[config.mk]
export PLATFORM = sky130hd
export DESIGN_NAME = i2c_regbank_slave
export DESIGN_NICKNAME = d
export VERILOG_FILES = /design/src/rtl/i2c_regbank_slave.sv
export SDC_FILE = /design/constraint.sdc
export NUM_CORES = 1
export LEC_CHECK = 0
export ABC_AREA = 1
export BUFFER_PORTS_ARGS = -buffer_cell sky130_fd_sc_hd__clkbuf_2
export CORE_MARGIN = 2
export CORE_UTILIZATION = 55
export CTS_CLUSTER_SIZE = 12
export DETAILED_ROUTE_END_ITERATION = 8
export GPL_TIMING_DRIVEN = 0
export MAX_ROUTING_LAYER = met4
export PLACE_DENSITY = 0.87
export SYNTH_ARGS = -nofsm -noshare
export SYNTH_HDL_FRONTEND = slang
export SYNTH_SLANG_ARGS = --single-unit
[constraint.sdc]
create_clock -name clk -period 2.8 [get_ports clk]
set_input_delay 0.14 -clock clk [delete_from_list [all_inputs] [get_ports clk]]
set_output_delay 0.14 -clock clk [all_outputs]
set_load 0.02 [all_outputs]
[src/rtl/i2c_regbank_slave.sv]
module i2c_regbank_slave #(
  parameter int NREG = 34,
  parameter int NSTAT = 4,
  parameter logic [3:0] DEV_HI = 4'b1101,
  parameter logic [1:0] DEV_LO = 2'b11,
  parameter logic [7:0] WR_LAST = 8'h21,
  parameter logic [7:0] RD_SOLO = 8'h28,
  parameter logic [7:0] RD_BASE = 8'h2A,
  parameter logic [8*NREG-1:0] RST_VAL =
    (8*NREG)'(8'h80) | ((8*NREG)'(8'h0F) << (8*18))
) (
  input  logic                 clk,
  input  logic                 rst_n,
  input  logic                 scl_i,
  input  logic                 sda_i,
  input  logic                 addr_sel,
  input  logic [8*NSTAT-1:0]   stat_i,
  output logic                 sda_oe,
  output logic [8*NREG-1:0]    regs_o
);
  localparam int IW = $clog2(NREG);

  typedef enum logic [2:0] {S_IDLE, S_RX, S_ACK, S_TX, S_MACK} st_t;
  typedef enum logic [1:0] {P_ADDR, P_SUB, P_DATA} ph_t;

  logic [2:0] scl_q, sda_q;
  st_t        st;
  ph_t        ph;
  logic [3:0] cnt;
  logic [7:0] sh, ptr, rd_byte;
  logic       go_tx, mack;
  logic [7:0] rf [NREG];

  always_ff @(posedge clk or negedge rst_n)
    if (!rst_n) begin
      scl_q <= 3'b111;
      sda_q <= 3'b111;
    end else begin
      scl_q <= {scl_q[1:0], scl_i};
      sda_q <= {sda_q[1:0], sda_i};
    end

  wire sda_s     = sda_q[1];
  wire scl_rise  = scl_q[1] & ~scl_q[2];
  wire scl_fall  = ~scl_q[1] & scl_q[2];
  wire start_det = scl_q[1] & scl_q[2] & sda_q[2] & ~sda_q[1];
  wire stop_det  = scl_q[1] & scl_q[2] & ~sda_q[2] & sda_q[1];
  wire addr_hit  = sh[7:1] == {DEV_HI, addr_sel, DEV_LO};
  wire wr_ok     = (ptr <= WR_LAST) && (ptr < 8'(NREG));

  always_comb begin
    rd_byte = 8'h00;
    if (ptr == RD_SOLO) rd_byte = stat_i[7:0];
    for (int k = 1; k < NSTAT; k++)
      if (ptr == RD_BASE + 8'(k - 1)) rd_byte = stat_i[8*k +: 8];
  end

  always_ff @(posedge clk or negedge rst_n)
    if (!rst_n) begin
      st <= S_IDLE;
      ph <= P_ADDR;
      cnt <= '0;
      sh <= '0;
      ptr <= '0;
      go_tx <= 1'b0;
      mack <= 1'b0;
      sda_oe <= 1'b0;
      for (int i = 0; i < NREG; i++) rf[i] <= RST_VAL[8*i +: 8];
    end else if (start_det) begin
      st <= S_RX;
      ph <= P_ADDR;
      cnt <= '0;
      sda_oe <= 1'b0;
    end else if (stop_det) begin
      st <= S_IDLE;
      sda_oe <= 1'b0;
    end else begin
      case (st)
        S_RX:
          if (scl_rise && cnt < 4'd8) begin
            sh  <= {sh[6:0], sda_s};
            cnt <= cnt + 4'd1;
          end else if (scl_fall && cnt == 4'd8) begin
            cnt <= '0;
            case (ph)
              P_ADDR:
                if (addr_hit) begin
                  sda_oe <= 1'b1;
                  st <= S_ACK;
                  go_tx <= sh[0];
                  ph <= P_SUB;
                end else st <= S_IDLE;
              P_SUB: begin
                ptr <= sh;
                sda_oe <= 1'b1;
                st <= S_ACK;
                go_tx <= 1'b0;
                ph <= P_DATA;
              end
              default: begin
                if (wr_ok) rf[ptr[IW-1:0]] <= sh;
                ptr <= ptr + 8'd1;
                sda_oe <= 1'b1;
                st <= S_ACK;
                go_tx <= 1'b0;
              end
            endcase
          end
        S_ACK:
          if (scl_fall) begin
            if (go_tx) begin
              sh <= rd_byte;
              ptr <= ptr + 8'd1;
              sda_oe <= ~rd_byte[7];
              st <= S_TX;
            end else begin
              sda_oe <= 1'b0;
              st <= S_RX;
            end
          end
        S_TX:
          if (scl_rise) cnt <= cnt + 4'd1;
          else if (scl_fall) begin
            if (cnt == 4'd8) begin
              sda_oe <= 1'b0;
              st <= S_MACK;
            end else begin
              sh <= {sh[6:0], 1'b0};
              sda_oe <= ~sh[6];
            end
          end
        S_MACK:
          if (scl_rise) mack <= ~sda_s;
          else if (scl_fall) begin
            cnt <= '0;
            if (mack) begin
              sh <= rd_byte;
              ptr <= ptr + 8'd1;
              sda_oe <= ~rd_byte[7];
              st <= S_TX;
            end else st <= S_IDLE;
          end
        default: st <= S_IDLE;
      endcase
    end

  for (genvar gi = 0; gi < NREG; gi++) begin : g_out
    assign regs_o[8*gi +: 8] = rf[gi];
  end
endmodule

==> Word-level counts from Yosys, hierarchy flattened <==
Cells that the tools add are included.
{ "classes": {"addsub": 2, "magnitude_cmp": 5, "n_eq_ne": 41, "mux": 73, "bitwise": 18, "n_reduce_logical": 22} }
{ "ops": {"columns": ["operator", "n"], "rows": [
  ["$bwmux W272", 1],
  ["$mux W8", 21],
  ["$demux W8 S6", 1],
  ["$ne A4 B4 Y1 const B", 10],
  ["$mux W3", 11],
  ["$eq A8 B6 Y1 const B", 4],
  ["$pmux W8 S4", 1],
  ["$ne A2 B2 Y1 const B", 15],
  ["$mux W4", 7],
  ["$pmux W8 S3", 1],
  ["$mux W2", 9],
  ["$reduce_and A6 Y1", 3],
  ["$mux W1", 16],
  ["$pmux W8 S2", 1],
  ["$ne A3 B3 Y1 const B", 4],
  ["$pmux W3 S4", 1],
  ["$pmux W4 S3", 1],
  ["$reduce_and A12 Y1", 1],
  ["$reduce_and A11 Y1", 1],
  ["$not A1 Y1", 10],
  ["$reduce_and A10 Y1", 1],
  ["$add A8 B1 Y8 const B", 1],
  ["$le A8 B6 Y1 const B", 1],
  ["$lt A8 B6 Y1 const B", 1],
  ["25 further kinds", 38]
]} }
{ "word_totals": {"ff_bits": 306, "in_bits": 37, "output_inout_bits": 273, "elab_cells": 205} }

==> Longest topological paths before layout <==
Gate-level depths: netlist (run 1).
{ "logic_depth": {"depth_word": 12, "depth_mapped": 14, "ltp_nobuf": 13} }

==> Worst setup path before layout (run 1) <==
OpenSTA, ideal clock, no wires.
{ "synth_path": {"path_type": "register to register", "from": "register ptr[0]", "to": "register rf (netlist bit regs_o[40])", "setup_time_ns": 0.117, "arrival_ns": 1.962, "required_ns": 2.683, "setup_slack_ns": 0.721, "stages_incl_launch_ff": 12, "n_path_buf": 2, "synth_period_minus_slack_ns": 2.079, "cell_sequence": "dfrtp_1 > inv_1 > ha_1 > nor2_1 > o21ai_2 > nand3_4 > inv_6 > buf_12 > nand3_2 > buf_6 > o21ai_1 > inv_1"} }
{ "synth_between": {"elab_chain_cells": 6, "elab_cells_between_ends": 11, "cone_classes": "4 x order compare; 3 x mux; 1 x bitwise; 3 x reduce/logical"} }
{ "synth_lines": {"columns": ["item", "line_no", "text"], "rows": [
  ["start: declaration", "30", "logic [7:0] sh, ptr, rd_byte;"],
  ["start signal: assignment", "94", "ptr <= sh;"],
  ["start signal: assignment", "102", "ptr <= ptr + 8'd1;"],
  ["start signal: assignment", "113", "ptr <= ptr + 8'd1;"],
  ["$not A6 Y7 (implied by the code)", "101", "if (wr_ok) rf[ptr[IW-1:0]] <= sh;"],
  ["$ge A7 B7 Y1 (implied by the code) or $lt A7 B1 Y1 (tied branches)", "101", null],
  ["$logic_and A1 B1 Y1 (implied by the code)", "101", null],
  ["$mux W8 (implied by the code)", "101", null],
  ["$demux W8 S6", "101", null],
  ["$bwmux W272", "101", null],
  ["end signal: indexed assignment", "101", null],
  ["end: declaration", "32", "logic [7:0] rf [NREG];"]
]} }
Parallel ways exist; a longest one is shown, timed or not.
A chain may end at the register's enable or synchronous reset.

==> Worst setup path in the final report (run 1) <==
{ "layout_path": {"from": "register cnt[0]", "to": "register rf (netlist bit regs_o[257])"} }
{ "layout_between": {"elab_chain_cells": 4, "elab_cells_between_ends": 6, "cone_classes": "1 x order compare; 1 x eq/ne; 1 x bitwise; 3 x reduce/logical"} }
{ "layout_lines": {"columns": ["item", "line_no", "text"], "rows": [
  ["start: declaration", "29", "logic [3:0] cnt;"],
  ["start signal: assignment", "82", "cnt <= cnt + 4'd1;"],
  ["start signal: assignment", "122", "if (scl_rise) cnt <= cnt + 4'd1;"],
  ["$lt A4 B4 Y1", "80", "if (scl_rise && cnt < 4'd8) begin"],
  ["$logic_and A1 B1 Y1", "80", null],
  ["$not A1 Y1 (no source line)", null, null],
  ["$reduce_and A7 Y1 (no source line) (*)", null, null]
]} }
Every way passes the cells marked *; elsewhere a longest branch is shown, timed or not.

==> qor.txt, run 1 <==
commonest cells in the synthesized netlist -> 604 x inv_1, 392 x nand2_1, 295 x dfrtp_1, 157 x o21ai_0, 154 x o21ai_1
WP data arrival -> 2.93 ns
skew final -> 0.00845 ns
xor/xnor share of the synthesized area -> 0.295%
routed vias -> 13100
Synth Area in Adders -> 0.506%
Pre-Repair DR Iteration Count -> 6
global route overflow -> 0
simple-gate portion of the synthesized area -> 17.4%
synth top area cells -> dfrtp_1 50%, inv_1 15%, nand2_1 9.9%
DP Wirelength -> 30300 um
crit end category -> flop
Mapped Avg Cell Area -> 7.85 sq um
GRT Util Overall -> 31.9%
H-tree Lvls -> 2
most used routing layer -> met2
Yosys reg bits -> 306
first-pass GRT wire length -> 68500 um
count leader, synth -> inv_1
Yosys top cell area share -> 49.8%
CTS tree -> done
# setup viols final -> 0
final hold violation count -> 0
dpl ws -> 0.181 ns
width of the die -> 168 um
Syn Nets -> 1932
DR WL/cell -> 16.7 um
Worst setup SP type -> flop
layout cell share with drive strength beyond 1 -> 20.4%
IO Port Bufs -> 309
Max VDD drop -> 0.000482 V
Skew-Pair Late Insertion Delay -> 0.51 ns
layout overhead on the synthesized area -> 21.1%
period utilisation layout -> 90.7%
status -> completed
number of vias per cell -> 5.05
# DRC -> 0
P_leak -> 12.6 nW
Num CTS Buffers -> 34
Worst-path clk slew -> 0.06 ns
RSZ-0062 raised after global routing -> no
mux share of post-synthesis cell area -> 0%
Root Driver -> clkbuf_16
RR Startpoint -> cnt[0]
GRT met2 Usage -> 50.8%
setup TNS -> 0 ns
Worst Path Max Fanout -> 10
critical path class -> reg -> reg
antenna-violating nets left -> 0
Post-synth EDFFs -> 0
vias in the first global route -> 13000
Core Area -> 26700 sq um
min-delay src -> stat_i[16]
worst hold path type -> in -> reg
Worst setup startpoint -> cnt[0]
asr flop ratio synth -> 100%
antenna diode count -> 0
Ys Warns -> 0
Slew Viols, Final -> 0
largest family of logic cells by synthesized area -> buffers and inverters
relative slew slack -> 36.8%
Distinct cells, synth -> 36
Inst Count DP -> 2541
post-route insts no fill -> 2603
Worst Max-Slew Pin Slew -> 0.945 ns
clk buf depth -> 3
met3 Resource Use GR -> 7.43%
Final nets -> 2282
sequential cell area fraction in the yosys report -> 51.7%
final worst path period need -> 2.54 ns
Max-Cap Viols -> 0
Final WS setup -> 0.260 ns
pin count of the biggest net entering global routing -> 116
initial cell density of the core -> 55.5%
Final GP Congestion -> 0.915
Required @ worst endpoint -> 3.19 ns
Setup Buffers After CTS -> 0
GR Util met1 -> 40.1%
Die Area -> 28300 sq um
# IOs -> 310
Compound-Gate Fraction of Synth Area -> 11.3%
row count -> 60
Max Clk Rate -> 0.394 GHz
Final Power -> 10.9 mW
post-synth top area cell -> dfrtp_1
Post-Route WL -> 43400 um
power density over the cells -> 605 nW/um^2
initial drt markers -> 983
clock sink count -> 306
Netlist Area Pre-Place -> 14800 sq um
initial antenna violation count -> 0
Top FF cell, synth -> dfrtp_1
Die Y-Extent -> 168 um
Post-Syn Instances -> 1889
[critical path, stage by stage, from the launching register on]
cell,delay [ns]
dfrtp_1,0.42
inv_1,0.09
ha_1,0.14
nand2_1,0.08
nor2_4,0.17
nand2_1,0.16
nor2_2,0.16
nand3_4,0.15
nor2_4,0.27
nand2_1,0.24
buf_2,0.24
o21ai_0,0.22
inv_1,0.07
[per-stage QoR]
stage / hold slack (ns) / instance area [sq um] / utilization [%]
3_3_place_gp: 0.228 / 16800 / 62.9
3_5_place_dp: 0.229 / 16900 / 63.1
4_1_cts: 0.0149 / 18000 / 67.2
2_1_floorplan: -0.156 / 14800 / -
5_1_grt: 0.0371 / 18000 / 67.2
6_report: 0.0355 / 18000 / 67.2
[per-layer routing]
metal	wire length [um]	vias up
met4	1680	0
met5	0	-
met2	20200	595
met1	17700	6192
li1	-	6212
met3	3880	141
[registers in the layout, summed over array words and instances (netlist names)]
| register | count |
|---|---|
| st | 3 |
| regs_o | 272 |
| sh | 8 |
| sda_q | 3 |
| go_tx | 1 |
| ph | 2 |
| ptr | 8 |
| scl_q | 3 |
| mack | 1 |
| sda_oe | 1 |
| cnt | 4 |
[cells in the final DEF (no fill, tap or decap), drive strengths merged]
cell	instances
nand4	11
inv	609
o31ai	1
dlygate4sd3	3
o21ai	312
dfrtp	295
dfstp	11
clkinv	6
a21oi	14
nand3b	1
nand3	72
buf	56
o21a	1
or3	1
xnor2	2
ha	6
nor3	9
or2	1
clkbuf	385
o22ai	3
bufinv	1
nor2	65
nand2	394
xor2	3
[layout make-up]
class | count | area (sq um)
sequential | 306 | 7670
tap | 341 | 427
clock buffer | 52 | 1000
timing repair buffer | 314 | 1640
fill | 2146 | 8770
clock inverter | 7 | 67.6
multi-input combinational | 896 | 4370
buffer | 78 | 497
inverter | 609 | 2290
[what timing repair did]
| item | 4_1_cts | 5_1_grt |
|---|---|---|
| setup endpoints to repair | 0 | 15 |
| resized for setup | 0 | 1 |
| endpoints found under the hold margin | 85 | 0 |
| hold buffers | 3 | 0 |
[worst paths after layout]
| path | endpoint | slack [ns] | cells past startpoint |
|---|---|---|---|
| setup / recovery | regs_o[257] | 0.26 | 12 |
| hold / removal | sh[0] | 0.04 | 5 |
| hold reg to reg | scl_q[1] | 0.36 | 0 |
| setup reg to reg | regs_o[257] | 0.26 | 12 |
| max in group asynchronous | regs_o[55] | 1.45 | 3 |
| min in group asynchronous | regs_o[58] | 0.29 | 2 |
[where the power goes]
group | switching, mW | total (mW) | internal (mW)
sequential | 0.0842 | 4.62 | 4.54
clock | 1.78 | 4.33 | 2.55
combinational | 1.61 | 1.92 | 0.309
[cells by family (layout without fill, tap and decap cells)]
family / Yosys count / in the layout
AOI/OAI and AO/OA: 331 / 331
xor gates and xnor gates: 5 / 5
adders and majority gates: 6 / 6
buffers and inverters: 687 / 1060
DFF: 306 / 306
and+or+nand+nor: 554 / 554
Power figures use the tool's default switching activity.
==> run 2: changes to the inputs <==
- HOLD_SLACK_MARGIN: unset -> 0.05
- SETUP_SLACK_MARGIN: unset -> 0.3
==> run 2 against run 1 <==
Net effect: fmax increased by 6.6%; clock power about the same; total power grew 0.18%; critical path depth grew 1; final cell count rose by 0.38%; critical endpoint is now regs_o[3].
==> qor.txt, run 2 (same netlist as run 1, synthesis figures left out) <==
status -> completed
final hold violation count -> 0 (unchanged)
initial cell density of the core -> 55.5% (unchanged)
Root Driver -> clkbuf_16
vias in the first global route -> 13000 (+0.31%)
CTS tree -> done
GRT Util Overall -> 32.0% (+0.064 points)
layout overhead on the synthesized area -> 22.2%
critical path class -> reg -> reg
RSZ-0062 raised after global routing -> no
row count -> 60 (unchanged)
Core Area -> 26700 sq um (unchanged)
Num CTS Buffers -> 34 (unchanged)
Max-Cap Viols -> 0 (unchanged)
# setup viols final -> 0 (unchanged)
Required @ worst endpoint -> 3.19 ns (about the same)
skew final -> 0.00873 ns (+0.000284 ns)
crit end category -> flop
number of vias per cell -> 5.01 (-0.72%)
pin count of the biggest net entering global routing -> 116 (unchanged)
fin area -> 18100 sq um (+0.88%)
power density over the cells -> 601 nW/um^2 (-0.70%)
WP data arrival -> 2.77 ns (-0.16 ns)
Slew Viols, Final -> 0 (unchanged)
Max VDD drop -> 0.000486 V (+0.85%)
Final WS setup -> 0.418 ns (+0.157 ns)
Worst Max-Slew Pin Slew -> 0.977 ns (+0.0321 ns)
Skew-Pair Late Insertion Delay -> 0.51 ns (about the same)
commonest non-fill, non-tap cell in the layout -> inv_1
layout cell share with drive strength beyond 1 -> 21.0% (+0.61 points)
Cell Chain, Critical Path -> inv_1, ha_1, nand2_1, nor2_4, nand2_2, nor2_2, nand3_4, nor2_4, buf_12, nand2_1, buf_2, o21ai_0, inv_1
Final Power -> 10.9 mW (+0.18%)
Final nets -> 2292 (+0.44%)
relative slew slack -> 34.6% (-2.1 points)
clock sink count -> 306 (unchanged)
DR WL/cell -> 16.7 um (about the same)
setup TNS -> 0 ns (unchanged)
CP peak stage delay -> 0.42 ns (about the same)
Worst-path clk slew -> 0.06 ns (about the same)
global route overflow -> 0 (unchanged)
IO Port Bufs -> 309 (unchanged)
DP Wirelength -> 30300 um (unchanged)
routed vias -> 13100 (-0.33%)
worst hold slack -> 0.0538 ns (+0.0183 ns)
initial drt markers -> 995 (+1.2%)
H-tree Lvls -> 2 (unchanged)
placed inst area -> 16900 sq um (unchanged)
width of the die -> 168 um (unchanged)
antenna-violating nets left -> 0 (unchanged)
CP max-delay cell -> dfrtp_1
final worst path period need -> 2.38 ns (-0.157 ns)
Die Area -> 28300 sq um (unchanged)
first-pass GRT wire length -> 68700 um (+0.24%)
Worst Path Max Fanout -> 10 (unchanged)
P_leak -> 12.6 nW (+0.52%)
Max Clk Rate -> 0.420 GHz (+6.6%)
# IOs -> 310 (unchanged)
Worst setup SP type -> flop
dpl ws -> 0.181 ns (unchanged)
worst hold path type -> in -> reg
clk buf depth -> 3 (unchanged)
# DRC -> 0 (unchanged)
initial antenna violation count -> 0 (unchanged)
Final GP Congestion -> 0.915 (unchanged)
Post-Route WL -> 43600 um (+0.30%)
period utilisation layout -> 85.1% (-5.6 points)
Die Y-Extent -> 168 um (unchanged)
Buf+Inv Stages, Crit Path -> 4 (+1)
Crit path max-delay family -> simple AND/OR/NAND/NOR gates
Pre-Repair DR Iteration Count -> 5 (-1)
antenna diode count -> 0 (unchanged)
most frequent cells in the layout -> 602 x inv_1, 385 x nand2_1, 308 x clkbuf_2
number of flip-flops in the largest register -> 272 (unchanged)
## run 2: cell count changes in the layout (fill, tap and decap cells not counted), sizes merged
| cell | previous run | this run |
|---|---|---|
| buf | 56 | 60 |
| clkbuf | 385 | 386 |
| dlygate4sd3 | 3 | 8 |
## run 2: timing repair
item	CTS	global route
pin swaps	2	2
setup buffers	2	3
hold endpoints to repair	89	0
setup endpoints to repair	70	195
resized for setup	2	28
hold buffers	8	0
## run 2: path summary, 6_finish.rpt
kind	from	endpoint	slack, ns	depth (start not counted)
max	cnt[0]	regs_o[3]	0.42	13
min	stat_i[21]	sh[5]	0.05	5
max reg2reg	cnt[0]	regs_o[3]	0.42	13
min reg2reg	scl_q[0]	scl_q[1]	0.36	0
max in group asynchronous	rst_n	regs_o[141]	1.43	3
min in group asynchronous	rst_n	regs_o[59]	0.26	2
## run 2: layout make-up
cell class,count,area (sq um)
fill,2120,8610
sequential,306,7670
multi-input combinational,896,4400
inverter,609,2290
timing repair buffer,324,1740
clock buffer,52,1000
buffer,78,517
tap,341,427
clock inverter,7,67.6
## run 2: power by group
part | switching (mW) | internal (mW)
clock | 1.77 | 2.55
combinational | 1.62 | 0.316
sequential | 0.0876 | 4.54
total | 3.48 | 7.41
## run 2: worst register-to-register path: stages, from the launching register on
cell and delay, ns:
dfrtp_1 0.42, inv_1 0.09, ha_1 0.14, nand2_1 0.08, nor2_4 0.16, nand2_2 0.10, nor2_2 0.15, nand3_4 0.15
nor2_4 0.14, buf_12 0.14, nand2_1 0.15, buf_2 0.26, o21ai_0 0.21, inv_1 0.07
## run 2: per-layer routing
| layer | routed length (um) | global-route usage (%) | vias up |
|---|---|---|---|
| met1 | 17900 | 40.1 | 6148 |
| met2 | 20400 | 50.9 | 579 |
| li1 | - | - | 6245 |
| met5 | 0 | - | - |
| met3 | 3740 | 7.36 | 124 |
| met4 | 1580 | 12.5 | 0 |
## run 2: per-stage QoR
step	utilization (%)	instances
final	67.8	2613
after global routing	67.8	2613
after CTS	67.4	2610
after detailed placement	63.1	2541
after global placement	62.9	2539
after floorplan	-	1889
==> run 3: changes to the inputs <==
- ABC_AREA: 1 -> unset
- CORE_UTILIZATION: 55 -> 54
==> run 3 against run 2 <==
Net effect: synthesized area decreased by 13%; flip-flop and latch count unchanged; non-clock buffer count decreased by 6; routed wire length decreased by 19%; synthesized cell count decreased by 51%; highest routed layer unchanged; critical path depth decreased by 4; critical path type unchanged; first-iteration DRC count decreased by 28%.
==> qor.txt, run 3 <==
Die Y-Extent -> 158 um (-5.8%)
Pre-Repair DR Iteration Count -> 6 (+1)
hold depth -> 4 (-1)
Max VDD drop -> 0.000560 V (+15%)
routed vias -> 9265 (-29%)
Post-Route WL -> 35300 um (-19%)
Final nets -> 1333 (-42%)
Root Driver -> clkbuf_16
pin count of the biggest net entering global routing -> 102 (-12%)
antenna-violating nets left -> 0 (unchanged)
asr flop ratio synth -> 100% (unchanged)
Max Clk Rate -> 0.404 GHz (-3.7%)
critical path class -> reg -> reg
skew final -> 0.00973 ns (+0.00100 ns)
min-delay src -> stat_i[25]
row count -> 56 (-6.7%)
commonest non-fill, non-tap cell in the layout -> clkbuf_2
Yosys top cell area share -> 57.4% (+7.6 points)
Skew-Pair Late Insertion Delay -> 0.56 ns (+0.05 ns)
FILL cells -> 1648 (-22%)
first-pass GRT wire length -> 52400 um (-24%)
GRT Util Overall -> 28.2% (-3.8 points)
post-synth top area cell -> dfrtp_1
vias in the first global route -> 9198 (-29%)
Post-synth EDFFs -> 0 (unchanged)
initial drt markers -> 717 (-28%)
Cell Chain, Critical Path -> inv_1, ha_1, and3b_2, nand4_4, buf_4, nor4_4, buf_4, nand2_1, mux2_2
Worst-path clk slew -> 0.06 ns (about the same)
H-tree Lvls -> 1 (-1)
RR Startpoint -> cnt[1]
CP max-delay cell -> dfrtp_1
Syn Nets -> 964 (-50%)
DR WL/cell -> 21.6 um (+29%)
IO Port Bufs -> 309 (unchanged)
width of the die -> 158 um (-5.8%)
# setup viols final -> 0 (unchanged)
relative slew slack -> 35.8% (+1.2 points)
Final GP Congestion -> 0.916 (+0.11%)
clk buf depth -> 3 (unchanged)
most frequent cells in the layout -> 312 x clkbuf_2, 295 x dfrtp_1, 280 x mux2_2
Storage cell area -> 7670 sq um (about the same)
Worst Path Max Fanout -> 8 (-2)
initial antenna violation count -> 0 (unchanged)
sequential cell area fraction in the yosys report -> 59.6% (+7.9 points)
P_leak -> 8.68 nW (-31%)
count leader, synth -> dfrtp_1
Slew Viols, Final -> 0 (unchanged)
CTS tree -> done
Final Power -> 9.75 mW (-10%)
cells on worst reg2reg path -> 9 (-4)
RSZ-0062 raised after global routing -> yes
number of vias per cell -> 5.67 (+13%)
# DRC -> 0 (unchanged)
Max-Cap Viols -> 0 (unchanged)
Netlist Area Pre-Place -> 12900 sq um (-13%)
Ys Warns -> 0 (unchanged)
layout cell share with drive strength beyond 1 -> 55.2% (+34 points)
clock sink count -> 306 (unchanged)
Final Util -> 69.3% (+1.5 points)
Yosys reg bits -> 306 (unchanged)
area of the multi-input gates -> 4990 sq um (+13%)
Mapped Avg Cell Area -> 14.0 sq um (+78%)
layout overhead on the synthesized area -> 26.1%
DP Wirelength -> 24100 um (-20%)
commonest cells in the synthesized netlist -> 295 x dfrtp_1, 280 x mux2_2, 47 x clkbuf_1, 32 x o21ai_0, 29 x nand2_1
crit-path most repeated cell -> buf_4
synth top area cells -> dfrtp_1 57%, mux2_2 25%, dfstp_2 2.2%
status -> completed
Core Area -> 23400 sq um (-12%)
Distinct cells, synth -> 69 (+92%)
# IOs -> 310 (unchanged)
Post-Syn Instances -> 921 (-51%)
Final WS setup -> 0.327 ns (-0.0908 ns)
final hold violation count -> 0 (unchanged)
global route overflow -> 0 (unchanged)
Worst Max-Slew Pin Slew -> 0.955 ns (-0.0214 ns)
Num CTS Buffers -> 31 (-8.8%)
Top FF cell, synth -> dfrtp_1
final worst path period need -> 2.47 ns (+0.0908 ns)
initial cell density of the core -> 55.0% (-0.50 points)
dpl ws -> -0.113 ns (-0.294 ns)
WP data arrival -> 2.91 ns (+0.14 ns)
CP peak stage delay -> 0.41 ns (about the same)
worst hold path type -> in -> reg
number of flip-flops in the largest register -> 272 (unchanged)
hold endpoint -> sh[1]
Required @ worst endpoint -> 3.24 ns (+0.05 ns)
FF-to-FF setup slack -> 0.33 ns (-0.09 ns)
crit end category -> flop
Die Area -> 25100 sq um (-11%)
power density over the cells -> 601 nW/um^2 (about the same)
Worst setup SP type -> flop
RR Endpoint -> regs_o[21]
antenna diode count -> 0 (unchanged)
period utilisation layout -> 88.3% (+3.2 points)
==> run 3: changes by cell type after synthesis, moves of 18 or more <==
cell	before	now
nand3_1	50	7
o21ai_0	157	32
buf_6	18	0
inv_1	604	17
clkbuf_1	24	47
nor2_1	54	15
nand2_1	392	29
mux2_2	0	280
nand3_4	19	0
o21ai_1	154	0
==> run 3: report_power, final <==
| part | internal [mW] | total (mW) | switching [mW] | leakage (nW) |
|---|---|---|---|---|
| clock network | 2.25 | 3.93 | 1.68 | 0.473 |
| registers | 4.50 | 4.55 | 0.0557 | 4.21 |
| logic | 0.280 | 1.27 | 0.987 | 4.00 |
| total | 7.03 | 9.75 | 2.72 | 8.68 |
==> run 3: layout make-up <==
class,count,share of cell area (%)
sequential,306,47.3
multi-input combinational,538,30.7
timing repair buffer,335,11.5
clock buffer,54,5.74
tap,319,2.46
buffer,61,1.63
inverter,17,0.393
clock inverter,4,0.216
==> run 3: logic make-up after synthesis <==
kind of cell | count (synthesis) | share of synthesized area [%]
flip-flops | 306 | 59.6
multiplexers | 282 | 24.7
AND/OR/NAND/NOR | 146 | 7.24
AO/OA/AOI/OAI | 100 | 5.25
buffers and inverters | 78 | 2.43
adder cells (fa/ha/maj) | 6 | 0.584
XOR/XNOR | 3 | 0.204
==> run 3: worst max-delay path by stage <==
stage          cells after the start   start     endpoint
2_1_floorplan                      8  ptr[0]  regs_o[264]
3_3_place_gp                       1   rst_n   regs_o[76]
3_5_place_dp                       8  ptr[0]  regs_o[260]
4_1_cts                            6  ptr[0]   regs_o[14]
5_1_grt                            9  cnt[1]   regs_o[19]
6_report                           9  cnt[1]   regs_o[21]
==> run 3: what timing repair did <==
action | in CTS | in global routing
endpoints found under the setup margin | 193 | 222
hold buffers | 6 | 0
cloned | 1 | 0
resized for setup | 10 | 17
buffers inserted | 3 | 14
pin swaps | 4 | 4
endpoints found under the hold margin | 209 | 0
==> run 3: metal layers <==
metal	routed length, um	GRT usage (%)
met1	14400	36.8
met2	16900	44.7
met3	2980	6.10
met4	904	8.71
met5	0	-
==> run 3: stage by stage <==
step | cell area (sq um) | setup TNS [ns] | std cells | hold slack (ns)
floorplan | 12900 | 0 | 921 | -0.156
global placement | 14800 | -1406.15 | 1549 | 0.231
detailed placement | 14900 | -2.06 | 1552 | 0.0520
CTS | 16000 | 0 | 1620 | 0.0645
global route | 16200 | 0 | 1634 | 0.0805
finish | 16200 | 0 | 1634 | 0.0834
==> run 3: critical path, delay by kind of cell, from the launching register on <==
family                   cells  cell delay, ns
AND/OR/NAND/NOR              4            0.92
buffers and inverters        3            0.47
flip-flops                   1            0.41
multiplexers                 1            0.40
adder cells (fa/ha/maj)      1            0.16
